$ cat src/rtl/ml7_pkg.sv
`timescale 1ns/1ps
package ml7_pkg;

    // number of stacked carriers
    localparam int NUM_CAR = 3;

    // dead-time channels: one auxiliary selector, two bridge legs
    localparam int NUM_CH  = 3;
    localparam int CH_AUX  = 0;
    localparam int CH_LEGA = 1;
    localparam int CH_LEGB = 2;

    // auxiliary selector codes (equal to the level magnitude)
    localparam logic [1:0] AUX_NONE  = 2'd0;
    localparam logic [1:0] AUX_THIRD = 2'd1;
    localparam logic [1:0] AUX_TWO   = 2'd2;
    localparam logic [1:0] AUX_FULL  = 2'd3;

    // bridge leg side codes
    localparam logic [1:0] LEG_OFF  = 2'd0;
    localparam logic [1:0] LEG_LOW  = 2'd1;
    localparam logic [1:0] LEG_HIGH = 2'd2;

    typedef enum logic {
        DIR_UP   = 1'b0,
        DIR_DOWN = 1'b1
    } dir_e;

endpackage

$ cat src/rtl/ml7_carrier.sv
`timescale 1ns/1ps
// Up/down triangle counter shared by the three stacked carriers.
module ml7_carrier
    import ml7_pkg::*;
#(
    parameter int CNT_W = 14
) (
    input  logic             clk,
    input  logic             rst_n,
    input  logic             en,
    input  logic [CNT_W-1:0] half_per,
    output logic [CNT_W-1:0] cnt_o,
    output logic             peak_next_o,
    output logic             stb_o
);

    typedef struct packed {
        logic [CNT_W-1:0] cnt;
        dir_e             dir;
        logic             stb;
    } car_st_t;

    car_st_t st_d, st_q;
    logic [CNT_W:0] cnt_inc;
    logic           peak_w;

    always_comb begin
        cnt_inc = {1'b0, st_q.cnt} + {{CNT_W{1'b0}}, 1'b1};
        peak_w  = en && (st_q.dir == DIR_UP) && (cnt_inc >= {1'b0, half_per});

        st_d     = st_q;
        st_d.stb = 1'b0;
        if (!en) begin
            st_d.cnt = '0;
            st_d.dir = DIR_UP;
        end else if (st_q.dir == DIR_UP) begin
            st_d.cnt = cnt_inc[CNT_W-1:0];
            if (peak_w) begin
                st_d.dir = DIR_DOWN;
                st_d.stb = 1'b1;
            end
        end else begin
            st_d.cnt = (st_q.cnt == '0) ? '0 : st_q.cnt - 1'b1;
            if (st_q.cnt <= {{(CNT_W-1){1'b0}}, 1'b1}) begin
                st_d.dir = DIR_UP;
            end
        end
    end

    always_ff @(posedge clk or negedge rst_n) begin
        if (!rst_n) begin
            st_q.cnt <= '0;
            st_q.dir <= DIR_UP;
            st_q.stb <= 1'b0;
        end else begin
            st_q <= st_d;
        end
    end

    assign cnt_o       = st_q.cnt;
    assign peak_next_o = peak_w;
    assign stb_o       = st_q.stb;

endmodule

$ cat src/rtl/ml7_band.sv
`timescale 1ns/1ps
// Compares the rectified held reference with the stacked carriers and
// registers the signed level.
module ml7_band
    import ml7_pkg::*;
#(
    parameter int REF_W = 16,
    parameter int CNT_W = 14
) (
    input  logic                    clk,
    input  logic                    rst_n,
    input  logic                    en,
    input  logic signed [REF_W-1:0] hold,
    input  logic [CNT_W-1:0]        cnt,
    input  logic [CNT_W-1:0]        half_per,
    output logic signed [2:0]       lvl_o,
    output logic                    neg_o
);

    localparam int WIDE  = (REF_W > CNT_W + 2) ? REF_W : CNT_W + 2;
    localparam int CMP_W = WIDE + 1;

    typedef struct packed {
        logic signed [2:0] lvl;
        logic              neg;
    } band_st_t;

    band_st_t          st_d, st_q;
    logic [CMP_W-1:0]  mag;
    logic [CMP_W-1:0]  hext;
    logic [CMP_W-1:0]  pext;
    logic [CMP_W-1:0]  cext;
    logic [CMP_W-1:0]  car [NUM_CAR];
    logic [1:0]        band;
    logic              hneg;

    always_comb begin
        hneg = hold[REF_W-1];
        hext = CMP_W'(hold);
        mag  = hneg ? (~hext + 1'b1) : hext;
        pext = CMP_W'(half_per);
        cext = CMP_W'(cnt);
        band = 2'd0;
        for (int k = 0; k < NUM_CAR; k++) begin
            car[k] = pext * CMP_W'(k) + cext;
            if (mag > car[k]) begin
                band = band + 2'd1;
            end
        end

        st_d = st_q;
        if (!en) begin
            st_d.lvl = '0;
            st_d.neg = 1'b0;
        end else begin
            st_d.neg = hneg;
            st_d.lvl = hneg ? -$signed({1'b0, band}) : $signed({1'b0, band});
        end
    end

    always_ff @(posedge clk or negedge rst_n) begin
        if (!rst_n) begin
            st_q <= '0;
        end else begin
            st_q <= st_d;
        end
    end

    assign lvl_o = st_q.lvl;
    assign neg_o = st_q.neg;

endmodule

$ cat src/rtl/ml7_deadtime.sv
`timescale 1ns/1ps
// One selector channel: switches between codes only through an all-off
// gap of dead+1 cycles. Code 0 means every switch of the channel is off.
module ml7_deadtime #(
    parameter int DT_W = 6
) (
    input  logic            clk,
    input  logic            rst_n,
    input  logic [1:0]      want,
    input  logic [DT_W-1:0] dead,
    output logic [1:0]      cur_o
);

    typedef struct packed {
        logic [1:0]      cur;
        logic [DT_W-1:0] cnt;
    } dt_st_t;

    dt_st_t st_d, st_q;

    always_comb begin
        st_d = st_q;
        if (want != st_q.cur) begin
            if (st_q.cur != 2'd0) begin
                st_d.cur = 2'd0;
                st_d.cnt = dead;
            end else if (st_q.cnt != '0) begin
                st_d.cnt = st_q.cnt - 1'b1;
            end else begin
                st_d.cur = want;
            end
        end else if (st_q.cnt != '0) begin
            st_d.cnt = st_q.cnt - 1'b1;
        end
    end

    always_ff @(posedge clk or negedge rst_n) begin
        if (!rst_n) begin
            st_q <= '0;
        end else begin
            st_q <= st_d;
        end
    end

    assign cur_o = st_q.cur;

endmodule

$ cat src/rtl/ml7_gate_gen.sv
`timescale 1ns/1ps
module ml7_gate_gen
    import ml7_pkg::*;
#(
    parameter int REF_W = 16,
    parameter int CNT_W = 14,
    parameter int DT_W  = 6
) (
    input  logic                    clk,
    input  logic                    rst_n,
    input  logic                    en,
    input  logic signed [REF_W-1:0] ref_in,
    input  logic [CNT_W-1:0]        half_per,
    input  logic [DT_W-1:0]         dead_cyc,
    output logic                    gate_s1,
    output logic                    gate_s2,
    output logic                    gate_s3,
    output logic                    gate_s4,
    output logic                    gate_qf,
    output logic                    gate_q2,
    output logic                    gate_q1,
    output logic signed [2:0]       lvl_code,
    output logic                    peak_stb
);

    typedef struct packed {
        logic signed [REF_W-1:0] hold;
    } top_st_t;

    top_st_t                 st_d, st_q;
    logic [CNT_W-1:0]        cnt;
    logic                    peak_next;
    logic signed [2:0]       lvl;
    logic                    neg;
    logic [1:0]              mag;
    logic                    zero_lvl;
    logic                    leg_a_high;
    logic [1:0]              want [NUM_CH];
    logic [1:0]              cur  [NUM_CH];

    ml7_carrier #(.CNT_W(CNT_W)) carrier_i (
        .clk         (clk),
        .rst_n       (rst_n),
        .en          (en),
        .half_per    (half_per),
        .cnt_o       (cnt),
        .peak_next_o (peak_next),
        .stb_o       (peak_stb)
    );

    // reference capture at the carrier peak only
    always_comb begin
        st_d = st_q;
        if (!en) begin
            st_d.hold = '0;
        end else if (peak_next) begin
            st_d.hold = ref_in;
        end
    end

    always_ff @(posedge clk or negedge rst_n) begin
        if (!rst_n) begin
            st_q <= '0;
        end else begin
            st_q <= st_d;
        end
    end

    ml7_band #(.REF_W(REF_W), .CNT_W(CNT_W)) band_i (
        .clk      (clk),
        .rst_n    (rst_n),
        .en       (en),
        .hold     (st_q.hold),
        .cnt      (cnt),
        .half_per (half_per),
        .lvl_o    (lvl),
        .neg_o    (neg)
    );

    // steering: level magnitude picks the auxiliary switch, sign picks the
    // bridge diagonal, zero shorts the terminals through the same-side pair
    always_comb begin
        mag        = lvl[2] ? 2'(-lvl) : lvl[1:0];
        zero_lvl   = (lvl == 3'sd0);
        leg_a_high = (!neg) ^ zero_lvl;
        if (en) begin
            want[CH_AUX]  = mag;
            want[CH_LEGA] = leg_a_high ? LEG_HIGH : LEG_LOW;
            want[CH_LEGB] = neg ? LEG_HIGH : LEG_LOW;
        end else begin
            want[CH_AUX]  = AUX_NONE;
            want[CH_LEGA] = LEG_OFF;
            want[CH_LEGB] = LEG_OFF;
        end
    end

    for (genvar g = 0; g < NUM_CH; g++) begin : g_dt
        ml7_deadtime #(.DT_W(DT_W)) dt_i (
            .clk   (clk),
            .rst_n (rst_n),
            .want  (want[g]),
            .dead  (dead_cyc),
            .cur_o (cur[g])
        );
    end

    assign gate_q1  = (cur[CH_AUX]  == AUX_THIRD);
    assign gate_q2  = (cur[CH_AUX]  == AUX_TWO);
    assign gate_qf  = (cur[CH_AUX]  == AUX_FULL);
    assign gate_s1  = (cur[CH_LEGA] == LEG_HIGH);
    assign gate_s2  = (cur[CH_LEGA] == LEG_LOW);
    assign gate_s3  = (cur[CH_LEGB] == LEG_HIGH);
    assign gate_s4  = (cur[CH_LEGB] == LEG_LOW);
    assign lvl_code = lvl;

endmodule

$ cat config.mk
export PLATFORM = sky130hd
export DESIGN_NAME = ml7_gate_gen
export DESIGN_NICKNAME = d
export VERILOG_FILES = /design/src/rtl/ml7_pkg.sv /design/src/rtl/ml7_carrier.sv /design/src/rtl/ml7_band.sv /design/src/rtl/ml7_deadtime.sv /design/src/rtl/ml7_gate_gen.sv
export SDC_FILE = /design/constraint.sdc
export NUM_CORES = 1
export LEC_CHECK = 0
export ABC_AREA = 1
export BUFFER_PORTS_ARGS = -buffer_cell sky130_fd_sc_hd__buf_2
export CAP_MARGIN = 20
export CORE_UTILIZATION = 55
export DETAILED_ROUTE_END_ITERATION = 6
export PLACE_DENSITY_LB_ADDON = 0.3
export SYNTH_ARGS = -nofsm -noshare
export SYNTH_HDL_FRONTEND = slang
export SYNTH_SLANG_ARGS = --single-unit
$ cat constraint.sdc
create_clock -name clk -period 3.6 [get_ports clk]
set_input_delay 0.9 -clock clk [delete_from_list [all_inputs] [get_ports clk]]
set_output_delay 0.9 -clock clk [all_outputs]
set_load 0.01 [all_outputs]
; Word-level counts from Yosys, hierarchy flattened
; Index checks and enable logic that the tools add are counted.
[totals]
ff_bits = 60
latch_bits = 0
ram_bits = 0
mem_bits_ro = 0
input_bits = 39
word_cells = 91
memories = 0
[op_classes]
add_sub_neg = 12
mul = 0
div_mod_pow = 0
n_lt_le_gt_ge = 5
n_eq_ne = 14
shift = 0
n_mux = 31
bitwise_logic = 3
n_reduce_logical = 14
[ops]
columns = cell, count
row1 = two-way mux 6 bit, 7
row2 = greater-than comparator 17 bit, 2
row3 = two-way mux 16 bit, 2
row4 = two-way mux 15 bit, 2
row5 = two-way mux 8 bit, 3
row6 = two-way mux 2 bit, 9
row7 = nonzero test 6 bit, 3
row8 = subtractor 6 x 1 -> 6 bit (second input constant), 3
row9 = adder 17 x 1 -> 17 bit (second input constant), 1
row10 = greater-than comparator 17 x 14 -> 1 bit, 1
row11 = two-way mux 17 bit, 1
row12 = inverter 17 bit, 1
row13 = adder 15 x 14 -> 16 bit, 1
row14 = adder 14 x 1 -> 15 bit (second input constant), 1
row15 = adder 14 x 14 -> 15 bit, 1
row16 = greater-or-equal comparator 15 x 14 -> 1 bit, 1
row17 = less-or-equal comparator 14 x 1 -> 1 bit (second input constant), 1
row18 = logical NOT 14 bit, 1
row19 = two-way mux 14 bit, 1
row20 = subtractor 14 x 1 -> 14 bit (second input constant), 1
row21 = equality test 2 bit (second input constant), 4
row22 = inequality test 2 x 1 -> 1 bit (second input constant), 4
row23 = equality test 2 x 1 -> 1 bit (second input constant), 3
row24 = inequality test 2 bit, 3
row25 = 14 further kinds, 22

; Depth between registers and ports, before layout
; Gate-level depths: netlist of run 1.
[logic_depth]
ltp_word = 12
ltp_mapped = 25
mapped_depth_nobuf = 25

; Hierarchy
; Synthesis of run 1 repeated with hierarchy kept, for this count alone.
[hier_totals]
hier_cells = 1071
area_unflattened_um2 = 7454.6
[modules_own_cells]
columns = mod, instances, cells_each, area_each_um2
row1 = ml7_band, 1, 484, 3076.7
row2 = ml7_carrier, 1, 253, 1799.2
row3 = ml7_deadtime, 3, 76, 554.3
row4 = ml7_gate_gen, 1, 106, 915.9

; Least setup slack after synthesis of run 1
; Ideal clock, no wire load.
[synth_timing]
kind = input to register
startpoint = in half_per[0]
endpoint = reg band_i.st_q, in the netlist band_i.lvl_o[1]
t_arrival_ps = 3983
required_ps = 3483
setup_slack_ps = -500
stages = 22
n_path_buf = 0
cell_sequence = ha_1 -> fa_1 -> nand3_1 -> nand2_1 -> a21boi_0 -> o21ai_0 -> a21oi_1 -> inv_1 -> nand2_1 -> nand2_1 -> ha_1 -> a21oi_1 -> o21a_1 -> o211ai_1 -> nor2_1 -> a21oi_1 -> ha_1 -> nand3_1 -> nand2_1 -> ha_1 -> nand2_1 -> nand2_1
[synth_rtl]
columns = item, line_no
row1 = from (decl), ml7_gate_gen.sv:13  ; input logic [CNT_W-1:0] half_per,
row2 = to (signal assigned), ml7_band.sv:65  ; st_q <= st_d;
row3 = to (decl), ml7_band.sv:28  ; band_st_t st_d, st_q;

==> results.cfg, run 1 <==
[power]
pwr-share-comb_pct = 36.4
ir_drop_mv = 0.203
powerDensity_mw_per_mm2 = 336
power_switching_share_pct = 34.7
p_leak_nw = 4.79
p_int_w = 0.00181
seq_power_share_pct = 28.0
p_switching_w = 0.000964
clockPowerShare_pct = 35.6

[clocking]
cts_tree = yes
holdBufCountCts = 0
clkLatencyLatePin_ps = 340
cts.clk_slew.worst_paths_ps = 60
cts.path.max_buffers = 2
cts_buffers = 9
cts.sinks = 60
cts-root-buf = clkbuf_16
h-tree-depth = 3

[sta]
hold_violations = 0
period_needed_ps = 3770
rsz0062_at_grt = true
slew_violations = 0
fin_ws_ps = -169
relSlewSlack_pct = 28.2
clock-skew-final_ps = 8.10
fmax_ghz = 0.265
fin_crit_sh_pct = 105
tightest_slew_ps = 1080
final-setup-viol-count = 3
whs_ps = 504

[die]
die_w_um = 112
fp.coreArea_sq_mm = 0.0116
die_y_um = 112
design.portCount = 50
initial_core_util_pct = 57.4
row_count = 39
dieArea_sq_mm = 0.0126

[logic_synthesis]
synthCells = 946
synth.distinct_cells = 52
synth_edf_count = 0
synth_common_cells = nand2_1 (212), inv_1 (147), ha_1 (98)
ys_ff_latch = 60
synth.net_count = 1085
ys_seq_area_share_pct = 22.5
synth_area_leaders = dfrtp_1 (23%), ha_1 (18%), nand2_1 (12%)
synth_warnings = 0
async_reset_ff_share_pct = 100
synthDominantCellAreaShare_pct = 22.5
yosysMostFrequentCell = nand2_1
synth_area_per_cell_sq_um = 7.04
synth_top_flop_cell = dfrtp_1
syn_area_sq_mm = 0.00666
synth_top_cell_by_area = dfrtp_1

[routing]
viasPerCell = 5.48
dr.pass1.iters = 7
wire_per_inst_um = 15.1
vias = 6800
drc = 1
wirelength_um = 18800
drt_iter0_drc = 498
ant_nets = 0

[critical_path]
critical_path_class = input pin to flop
cp-end-kind = flop
worst-r2r-cell-count = 26
r2r_slack_ps = -50
cp-start-kind = input pin
required_ps = 3840
crit_arrival_ps = 4000
crit_fanout = 3
rr_endpoint = band_i.lvl_o[1]
r2r-start = st_q[0]

[hold_path]
worstHoldEndpoint = st_q[5]
min_path_cells = 2
min_from = st_q[5]
min_path_type = flop to flop

[placement]
hpwl_um = 14700
pre_cts_slack_ps = -560
dp.cells = 1222
io_buffers = 49
place.gp.congestion = 0.927

[cells_and_area]
fillers = 963
nets = 1233
stdcell_count = 1242
area_growth_syn_to_layout_pct = 24.1
antennaDiodeCount = 0
final_layout_size_suffix_gt1_share_pct = 21.1

[grt]
grt-ovfl-total = 0
antenna_found_initial = 0
grt.total_usage_pct = 31.5
grt_first_pass_wirelength_um = 31300
grt_pass1_vias = 6681
grt_max_degree = 26

[run_status]
violations = DRC, setup timing
status = complete, but fails checks

[flow_run]
maxCapViolCount = 0
[power by group through the flow]
stage / sequential, W / clock [W] / combinational (W)
after floorplan: 0.000783 / 0 / 0.000596
after global placement: 0.000783 / 0 / 0.000902
after detailed placement: 0.000785 / 0 / 0.000928
after CTS: 0.000776 / 0.000999 / 0.000964
after global routing: 0.000786 / 0.00102 / 0.00113
final: 0.000778 / 0.000988 / 0.00101
[per-stage QoR]
step	utilization [%]	power (W)	TNS, ps	instance area (sq um)
after detailed placement	66.9	0.00171	-1340	7770
after floorplan	-	0.00138	-370	6710
final	71.2	0.00278	-342	8270
after global placement	66.9	0.00169	-1170	7770
after global routing	71.2	0.00294	-935	8270
after CTS	70.4	0.00274	-135	8180
[registers in the layout, indices dropped and copies added (netlist names)]
| register | cells |
|---|---|
| g_dt.dt_i.st_q | 18 |
| st_q | 16 |
| carrier_i.cnt_o | 14 |
| g_dt.dt_i.cur_o | 6 |
| band_i.lvl_o | 3 |
| band_i.neg_o | 1 |
| carrier_i.st_q | 1 |
| carrier_i.stb_o | 1 |
[worst max-delay path by stage]
stage,start,end,slack (ps)
2_1_floorplan,half_per[0],band_i.lvl_o[1],-260
3_3_place_gp,half_per[0],band_i.lvl_o[1],-490
3_5_place_dp,half_per[0],band_i.lvl_o[1],-560
4_1_cts,half_per[0],band_i.lvl_o[1],-110
5_1_grt,half_per[0],band_i.lvl_o[1],-360
6_report,half_per[0],band_i.lvl_o[1],-170
[cells in the final DEF (no fill, tap or decap), types with 6 or more instances in the layout]
cell type | netlist | routed
nand2_1 | 212 | 208
inv_1 | 147 | 147
buf_4 | 3 | 97
ha_1 | 98 | 93
nor2_1 | 73 | 72
nand3_1 | 68 | 64
dfrtp_1 | 60 | 60
a21oi_1 | 56 | 51
o21ai_0 | 51 | 49
buf_2 | 4 | 48
xor2_1 | 39 | 38
xnor2_1 | 14 | 14
nand3_2 | 9 | 13
nor3_1 | 11 | 10
clkbuf_16 | 0 | 9
nand4_1 | 8 | 8
o31ai_1 | 8 | 7
a21o_1 | 7 | 7
nand2_2 | 4 | 7
inv_2 | 6 | 6
[what timing repair did]
action	CTS	global route
gates resized for setup	12	15
setup buffers	2	3
hold endpoints to repair	0	0
pin swaps	17	16
endpoints found under the setup margin	3	3
[worst max-delay path: stages]
cell and delay (ps):
buf_8 100, ha_4 160, fa_2 390, nand3_2 90
nand2_4 70, a21boi_4 160, o21ai_2 110, xnor2_1 130
ha_1 330, nand2_1 80, nor3_1 190, nor3b_2 230
nand3b_1 120, a21oi_1 170, ha_1 270, inv_1 60
nand2_1 60, nand2_2 100, ha_4 190, nand2_1 50
nand2_1 40
[routing by layer]
layer / track usage, % / part of all wire (%) / vias to the layer above
met4: 13.4 / 3.5 / 0
li1: - / - / 3410
met5: 0 / 0 / -
met3: 4.43 / 5.3 / 43
met1: 38.2 / 43 / 3133
met2: 55.7 / 48 / 214
[cell type report]
type                    count  area, sq um  area share, %
well taps                 143          179           2.16
flip-flops and latches     60         1500           18.1
multi-input cells         720         4670           56.4
clock buffers              11          253           3.06
clock inverters             5         83.8           1.01
inverters                 155          582           7.03
repair buffers            148         1010           12.2
[cell families (layout without fill, tap and decap cells)]
| logic type | after synthesis | count (layout) | share of synthesized area (%) |
|---|---|---|---|
| simple gates | 414 | 414 | 28.2 |
| buf+inv | 166 | 319 | 9.84 |
| compound gates | 151 | 151 | 13.0 |
| fa+ha+maj | 100 | 100 | 19.0 |
| flops | 60 | 60 | 22.5 |
| xor+xnor | 54 | 54 | 7.21 |
| mux | 1 | 1 | 0.150 |
Note: power is estimated with default switching activity, not from simulation.
==> inputs of run 2 (changes only) <==
--- a/config.mk
+++ b/config.mk
@@ -11,6 +11,7 @@
 export CORE_UTILIZATION = 55
 export DETAILED_ROUTE_END_ITERATION = 6
 export PLACE_DENSITY_LB_ADDON = 0.3
+export RECOVER_POWER = 25
 export SYNTH_ARGS = -nofsm -noshare
 export SYNTH_HDL_FRONTEND = slang
 export SYNTH_SLANG_ARGS = --single-unit
==> results.cfg, run 2 (synthesis results as in run 1) <==
[run_status]
status = complete, but fails checks
violations = DRC, capacitance limit, slew limit, setup timing

[cells_and_area]
final_util_pct = 71.2
final_cell_mix = nand2_1 (208), inv_1 (147), buf_4 (96)
antennaDiodeCount = 0
top_register = g_dt.dt_i.st_q
largest_reg_flops = 18
stdcell_count = 1242
fillers = 966
final_common_cell = nand2_1
area_growth_syn_to_layout_pct = 24.1
nets = 1233
postLayoutCellArea_sq_mm = 0.00827
final_layout_size_suffix_gt1_share_pct = 20.9

[die]
initial_core_util_pct = 57.4
design.portCount = 50
die_w_um = 112
row_count = 39
die_y_um = 112
dieArea_sq_mm = 0.0126
fp.coreArea_sq_mm = 0.0116

[grt]
antenna_found_initial = 0
grt-ovfl-total = 0
grt_pass1_vias = 6681
grt.total_usage_pct = 31.5
grt_max_degree = 26
grt_first_pass_wirelength_um = 31300

[critical_path]
crit_top_cell = nand2_1
critical_path_class = input pin to flop
worst-r2r-cell-count = 26
cp-start-kind = input pin
required_ps = 3840
crit_fanout = 3
crit_arrival_ps = 4010
slowest_stage = fa_2
cp-end-kind = flop
crit_chain = buf_8 > ha_4 > fa_2 > nand3_2 > nand2_4 > a21boi_4 > o21ai_2 > xnor2_1 > ha_1 > nand2_1 > nor3_1 > nor3b_2 > nand3b_1 > a21oi_1 > ha_1 > inv_1 > nand2_1 > nand2_2 > ha_4 > nand2_1 > nand2_1
crit_path_max_incr_delay_ps = 390

[clocking]
cts-root-buf = clkbuf_16
holdBufCountCts = 0
cts_buffers = 9
clkLatencyLatePin_ps = 340
cts.path.max_buffers = 2
cts.clk_slew.worst_paths_ps = 60
h-tree-depth = 3
cts_tree = yes
cts.sinks = 60

[placement]
place.gp.congestion = 0.927
hpwl_um = 14700
dp.cells = 1222
pre_cts_slack_ps = -560
io_buffers = 49
placedInstanceArea_sq_mm = 0.00777

[power]
p_leak_nw = 4.79
power_w = 0.00278
powerDensity_mw_per_mm2 = 336
ir_drop_mv = 0.206

[routing]
drt_iter0_drc = 498
drc = 1
dr.pass1.iters = 7
wirelength_um = 18800
wire_per_inst_um = 15.2
ant_nets = 0
vias = 6818
viasPerCell = 5.49

[sta]
fmax_ghz = 0.265
hold_violations = 0
fin_ws_ps = -168
fin_crit_sh_pct = 105
slew_violations = 26
relSlewSlack_pct = -4.17
tightest_slew_ps = 1560
final-setup-viol-count = 3
rsz0062_at_grt = true
clock-skew-final_ps = 8.06
period_needed_ps = 3770

[flow_run]
maxCapViolCount = 1

[hold_path]
min_path_type = flop to flop
min_path_cells = 2
-- run 2: power breakdown --
group	total [W]	internal (W)	switching (W)
clock network	0.000990	0.000645	0.000345
registers	0.000778	0.000726	0.0000514
logic	0.00101	0.000442	0.000570
total	0.00278	0.00181	0.000966
-- run 2: repair_timing --
item                                    4_1_cts  5_1_grt
endpoints found under the setup margin        3        3
gates resized for setup                      12       15
endpoints found under the hold margin         0        0
setup buffers                                 2        3
pin swaps                                    17       16
-- run 2: metal layers --
metal | up-vias | global-route usage, % | part of all wire (%)
li1 | 3412 | - | -
met1 | 3133 | 38.2 | 43
met2 | 223 | 55.7 | 48
met3 | 50 | 4.43 | 5.3
met4 | 0 | 13.4 | 3.6
met5 | - | 0 | 0
-- run 2: worst max-delay path, delay by kind of cell --
family | cells | cell delay, ps
xor+xnor | 1 | 130
compound gates | 3 | 440
buf+inv | 2 | 160
fa+ha+maj | 5 | 1340
simple gates | 10 | 1030
-- run 2: metrics by stage --
| stage | setup TNS, ps | hold slack (ps) |
|---|---|---|
| floorplan | -370 | 466 |
| global placement | -1170 | 489 |
| detailed placement | -1340 | 495 |
| CTS | -135 | 508 |
| global route | -935 | 519 |
| finish | -337 | 504 |
-- run 2: final timing paths --
path | endpoint | startpoint | slack (ps)
max reg2reg | band_i.lvl_o[1] | st_q[0] | -60
max in group asynchronous | g_dt[0].dt_i.st_q[3] | rst_n | 1260
max | band_i.lvl_o[1] | half_per[0] | -170
min in group asynchronous | carrier_i.cnt_o[4] | rst_n | 940
min reg2reg | st_q[5] | st_q[5] | 500
min | st_q[5] | st_q[5] | 500
-- run 2: layout make-up --
cell class	instances	area [sq um]	share of cell area, %
multi-input combinational	720	4670	56.5
sequential	60	1500	18.2
timing repair buffer	148	1000	12.1
inverter	155	582	7.04
clock buffer	11	253	3.06
tap	143	179	2.16
clock inverter	5	83.8	1.01
